==> src/rtl/adc_serial_emu_pkg.sv <==
package adc_serial_emu_pkg;
    typedef enum logic [1:0] {
        ST_IDLE    = 2'd0,
        ST_CONVERT = 2'd1,
        ST_ACQUIRE = 2'd2,
        ST_SHIFT   = 2'd3
    } emu_state_t;
endpackage

==> src/rtl/adc_edge_det.sv <==
module adc_edge_det #(
    parameter bit RST_VAL = 1'b0,
    parameter bit FALLING = 1'b0
) (
    input  logic clk,
    input  logic rst_n,
    input  logic sig,
    output logic pulse
);
    logic prev_q;

    always_ff @(posedge clk or negedge rst_n) begin
        if (!rst_n) prev_q <= RST_VAL;
        else        prev_q <= sig;
    end

    generate
        if (FALLING) begin : g_fall
            assign pulse = prev_q & ~sig;
        end else begin : g_rise
            assign pulse = sig & ~prev_q;
        end
    endgenerate
endmodule

==> src/rtl/adc_conv_timer.sv <==
module adc_conv_timer #(
    parameter int CYCLES = 20,
    localparam int CW = $clog2(CYCLES + 1)
) (
    input  logic clk,
    input  logic rst_n,
    input  logic start,
    output logic done
);
    logic [CW-1:0] cnt_q;
    logic          busy_q;

    assign done = busy_q && (cnt_q == '0);

    always_ff @(posedge clk or negedge rst_n) begin
        if (!rst_n) begin
            busy_q <= 1'b0;
            cnt_q  <= '0;
        end else if (start) begin
            busy_q <= 1'b1;
            cnt_q  <= CW'(CYCLES - 1);
        end else if (done) begin
            busy_q <= 1'b0;
        end else if (busy_q) begin
            cnt_q  <= cnt_q - 1'b1;
        end
    end
endmodule

==> src/rtl/adc_serial_emu.sv <==
module adc_serial_emu
    import adc_serial_emu_pkg::*;
#(
    parameter int DATA_W      = 14,
    parameter int CONV_CYCLES = 20
) (
    input  logic              clk,
    input  logic              rst_n,
    input  logic              conv_req,
    input  logic              sel_n,
    input  logic              shift_clk,
    input  logic [DATA_W-1:0] sample_in,
    output logic              ser_out,
    output logic              ser_oe,
    output logic              early_sel_flag
);
    localparam int IDX_W = $clog2(DATA_W);
    localparam logic [IDX_W-1:0] IDX_TOP = IDX_W'(DATA_W - 1);

    emu_state_t        state_q, state_d;
    logic [DATA_W-1:0] result_q;
    logic [IDX_W-1:0]  idx_q;
    logic              conv_rise, sclk_fall, conv_done, start;

    adc_edge_det #(.RST_VAL(1'b0), .FALLING(1'b0)) u_conv_edge (
        .clk(clk), .rst_n(rst_n), .sig(conv_req), .pulse(conv_rise)
    );

    adc_edge_det #(.RST_VAL(1'b0), .FALLING(1'b1)) u_sclk_edge (
        .clk(clk), .rst_n(rst_n), .sig(shift_clk), .pulse(sclk_fall)
    );

    adc_conv_timer #(.CYCLES(CONV_CYCLES)) u_timer (
        .clk(clk), .rst_n(rst_n), .start(start), .done(conv_done)
    );

    assign start = conv_rise && sel_n &&
                   ((state_q == ST_IDLE) || (state_q == ST_ACQUIRE));

    // state register
    always_ff @(posedge clk or negedge rst_n) begin
        if (!rst_n) state_q <= ST_IDLE;
        else        state_q <= state_d;
    end

    // next-state decode
    always_comb begin
        state_d = state_q;
        unique case (state_q)
            ST_IDLE:    if (start) state_d = ST_CONVERT;
            ST_CONVERT: if (conv_done) state_d = ST_ACQUIRE;
            ST_ACQUIRE: begin
                if (start)       state_d = ST_CONVERT;
                else if (!sel_n) state_d = ST_SHIFT;
            end
            ST_SHIFT: begin
                if (sel_n)                              state_d = ST_IDLE;
                else if (sclk_fall && (idx_q == '0))    state_d = ST_IDLE;
            end
            default: state_d = ST_IDLE;
        endcase
    end

    // captured word, bit pointer and violation flag
    always_ff @(posedge clk or negedge rst_n) begin
        if (!rst_n) begin
            result_q       <= '0;
            idx_q          <= '0;
            early_sel_flag <= 1'b0;
        end else begin
            if (start) begin
                result_q       <= sample_in;
                early_sel_flag <= 1'b0;
            end
            if ((state_q == ST_CONVERT) && !sel_n)
                early_sel_flag <= 1'b1;
            if ((state_q == ST_ACQUIRE) && !sel_n && !start)
                idx_q <= IDX_TOP;
            if ((state_q == ST_SHIFT) && !sel_n && sclk_fall && (idx_q != '0))
                idx_q <= idx_q - 1'b1;
        end
    end

    // output decode
    always_comb begin
        ser_oe  = 1'b0;
        ser_out = 1'b0;
        unique case (state_q)
            ST_IDLE:    ser_oe = !sel_n && !conv_req;
            ST_CONVERT: ser_oe = 1'b0;
            ST_ACQUIRE: begin
                ser_oe  = !sel_n;
                ser_out = result_q[DATA_W-1];
            end
            ST_SHIFT: begin
                ser_oe  = !sel_n;
                ser_out = result_q[idx_q];
            end
            default: ser_oe = 1'b0;
        endcase
    end
endmodule

==> config.mk <==
export PLATFORM = sky130hd
export DESIGN_NAME = adc_serial_emu
export DESIGN_NICKNAME = d
export VERILOG_FILES = /design/src/rtl/adc_serial_emu_pkg.sv /design/src/rtl/adc_edge_det.sv /design/src/rtl/adc_conv_timer.sv /design/src/rtl/adc_serial_emu.sv
export SDC_FILE = /design/constraint.sdc
export NUM_CORES = 1
export LEC_CHECK = 0
export ABC_AREA = 1
export BUFFER_PORTS_ARGS = -buffer_cell sky130_fd_sc_hd__buf_2
export CORE_MARGIN = 4
export CORE_UTILIZATION = 40
export DETAILED_ROUTE_END_ITERATION = 8
export PLACE_DENSITY = 0.56
export SYNTH_ARGS = -nofsm -noshare
export SYNTH_HDL_FRONTEND = slang
export SYNTH_SLANG_ARGS = --single-unit
==> constraint.sdc <==
create_clock -name clk -period 2.52 [get_ports clk]
set_clock_uncertainty 0.1 [all_clocks]
set_input_delay 0.504 -clock clk [delete_from_list [all_inputs] [get_ports clk]]
set_output_delay 0.504 -clock clk [all_outputs]
set_load 0.01 [all_outputs]
==> results.ini <==
[floorplanning]
dieArea_mm2 = 0.00465
num_io_pins = 22
core_area_mm2 = 0.00342
die_x_um = 68.2
num_rows = 21
dieHeight_um = 68.2
initial_core_util_pct = 42.4

[clock_network]
cts_tree = yes
root_buffer = clkbuf_4
cts_sinks = 29
htree_num_levels = 2
cts_buffers = 5
cts_hold_buf = 0
cts_resized = 0
clk_pin_slew_ns = 0.11
cts_setup_buffers = 0
clk_latency_ns = 0.33
clock_path_buffers = 2

[final_layout]
drive_above_1_share_pct = 19.0
nNetsFinal = 231
design_area_mm2 = 0.00164
syn_to_final_growth_pct = 13.5
n_antenna_cell = 0
num-fill-cells = 357

[placement]
portBuffers = 21
dpl.hpwl_um = 2170
place_ws_ns = 0.684
place_congestion = 0.863
place_area_mm2 = 0.00159

[route]
wl_per_cell_um = 11.8
dr.first_iter.drc_count = 77
avgViaCountPerCell = 4.75
wl_um = 3030
drt-pass1-iter-count = 4
routed-via-count = 1221
drc = 0
final_antenna_net_count = 0

[setup_path]
crit_arrival_ns = 1.58
crit_required_ns = 1.92
r2r_end = idx_q[0]
worstSetupPathType = flop to output pin
reg2reg_from = idx_q[0]
start_kind = flop
worstSetupEndpointType = output pin
path_max_fanout = 10
r2r_slack_ns = 0.84
r2r_cells = 7

[global_routing]
first_global_vias = 1116
grt_max_degree = 30
grt_use_total_pct = 15.2
grt_overflow_total = 0
grt_pass1_wl_um = 5150
antenna_found_initial = 0

[sta]
setup_viol = 0
min_period_ns = 2.18
fin_crit_sh_pct = 86.6
max_slew_margin_pct = 56.2
finalMaxSlewViolations = 0
hold_violations = 0
tns_ns = 0
clock.fmax_mhz = 458
fin_hold_ws_ns = 0.0857
worst_slack_ns = 0.338
rsz0062_at_grt = no
tightestPinTransition_ns = 0.657

[job]
cap_violations = 0

[power_and_ir_drop]
p_leak_nw = 0.873
finalPower_w = 0.00176
powerDensity_mw_per_mm2 = 1070
peakVddDrop_v = 0.000462

[synthesis]
ys.flop_type = dfrtp_1
synth_area_leaders = dfrtp_1 (50%), nand2_1 (17%), nand3_1 (5.5%), inv_1 (5.2%), o21ai_0 (4.1%)
synth.cell_area_mm2 = 0.00145
yosysWarnings = 0
ys_types = 23
synth-seq-area-share_pct = 50.1
synth_area_per_cell_um2 = 7.78
synth_top_area_cell = dfrtp_1
synthArstFlopShare_pct = 100
yosys_register_bits = 29
synth_most_common_cell = nand2_1
netlist.area_leader.share_pct = 50.1
synth_edf_count = 0
yosys-top-cells-count = nand2_1 (67), dfrtp_1 (29), inv_1 (20)
synth_fp_nets = 207
synthCells = 186

[min_path]
hold_path_class = input pin to asynchronous set/reset pin

[run_status]
outcome = completed

logic make-up (layout without fill, tap and decap cells):
logic type / after synthesis / count (layout) / share of synthesized area [%]
AOI/OAI and AO/OA: 24 / 24 / 9.51
adders and majority gates: 2 / 2 / 1.73
DFF: 29 / 29 / 50.1
buffers and inverters: 28 / 53 / 8.04
and+or+nand+nor: 101 / 101 / 29.4
xor gates and xnor gates: 2 / 2 / 1.21
stage by stage:
stage,utilization (%),instances
3_3_place_gp,46.5,249
5_1_grt,48.1,257
3_5_place_dp,46.5,249
4_1_cts,48.1,257
2_1_floorplan,-,186
6_report,48.1,257
flip-flops by register name, indices dropped and copies added, names as in the netlist:
register / cells
result_q: 14
early_sel_flag: 1
state_q: 2
u_timer.busy_q: 1
idx_q: 4
u_conv_edge.prev_q: 1
u_sclk_edge.prev_q: 1
u_timer.cnt_q: 5
worst max-delay path by stage:
| stage | startpoint | endpoint | slack (ns) | cells after the start |
|---|---|---|---|---|
| floorplan | idx_q[0] | ser_out | 0.85 | 8 |
| detailed placement | idx_q[0] | ser_out | 0.68 | 8 |
| global placement | idx_q[0] | ser_out | 0.72 | 8 |
| global route | idx_q[0] | ser_out | 0.14 | 8 |
| finish | idx_q[0] | ser_out | 0.34 | 8 |
| CTS | idx_q[0] | ser_out | 0.31 | 8 |
layout make-up:
cell class                 instances  area, µm²  area share (%)
inverter                          23       86.3            5.26
clock buffer                       5       37.5            2.28
multi-input combinational        129        606            36.9
sequential                        29        726            44.2
clock inverter                     3       17.5            1.07
timing repair buffer              22        113            6.85
tap                               46       57.6            3.50
per-layer routing:
metal / wire length (µm) / global-route usage, %
met3: 152 / 5.42
met5: 0 / 0
met4: 38 / 6.45
met2: 1320 / 22.9
met1: 1510 / 19.7
worst max-delay path, stage by stage (launching register included):
cell     delay (ns)
dfrtp_1        0.48
inv_2          0.18
nand2_1        0.07
nand3_1        0.07
nand3_1        0.08
a21oi_1        0.14
nand2_1        0.06
nand2_1        0.05
buf_2          0.12
where the power goes:
| group | leakage, nW | internal (W) | switching [W] |
|---|---|---|---|
| Sequential | 0.347 | 0.000671 | 0.000142 |
| Combinational | 0.495 | 0.000259 | 0.000412 |
| Clock | 0.0310 | 0.000105 | 0.000175 |
placed cells by master (no fill, tap or decap):
| cell type | instances |
|---|---|
| nand2_1 | 67 |
| dfrtp_1 | 29 |
| buf_2 | 21 |
| inv_1 | 20 |
| nand3_1 | 16 |
| nor2_1 | 12 |
| o21ai_0 | 12 |
| clkbuf_4 | 5 |
| inv_2 | 3 |
| a21oi_1 | 3 |
| o21ai_1 | 3 |
| nand3_2 | 2 |
| o22ai_1 | 2 |
| xor2_1 | 2 |
| ha_1 | 2 |
| clkinv_2 | 2 |
| a211oi_1 | 1 |
| or2_2 | 1 |
| nor2_2 | 1 |
| o21ai_2 | 1 |
| nor3_1 | 1 |
| nor2_4 | 1 |
| a21boi_2 | 1 |
| o31ai_1 | 1 |
| clkinvlp_4 | 1 |
| buf_4 | 1 |
Power figures use the tool's default switching activity.
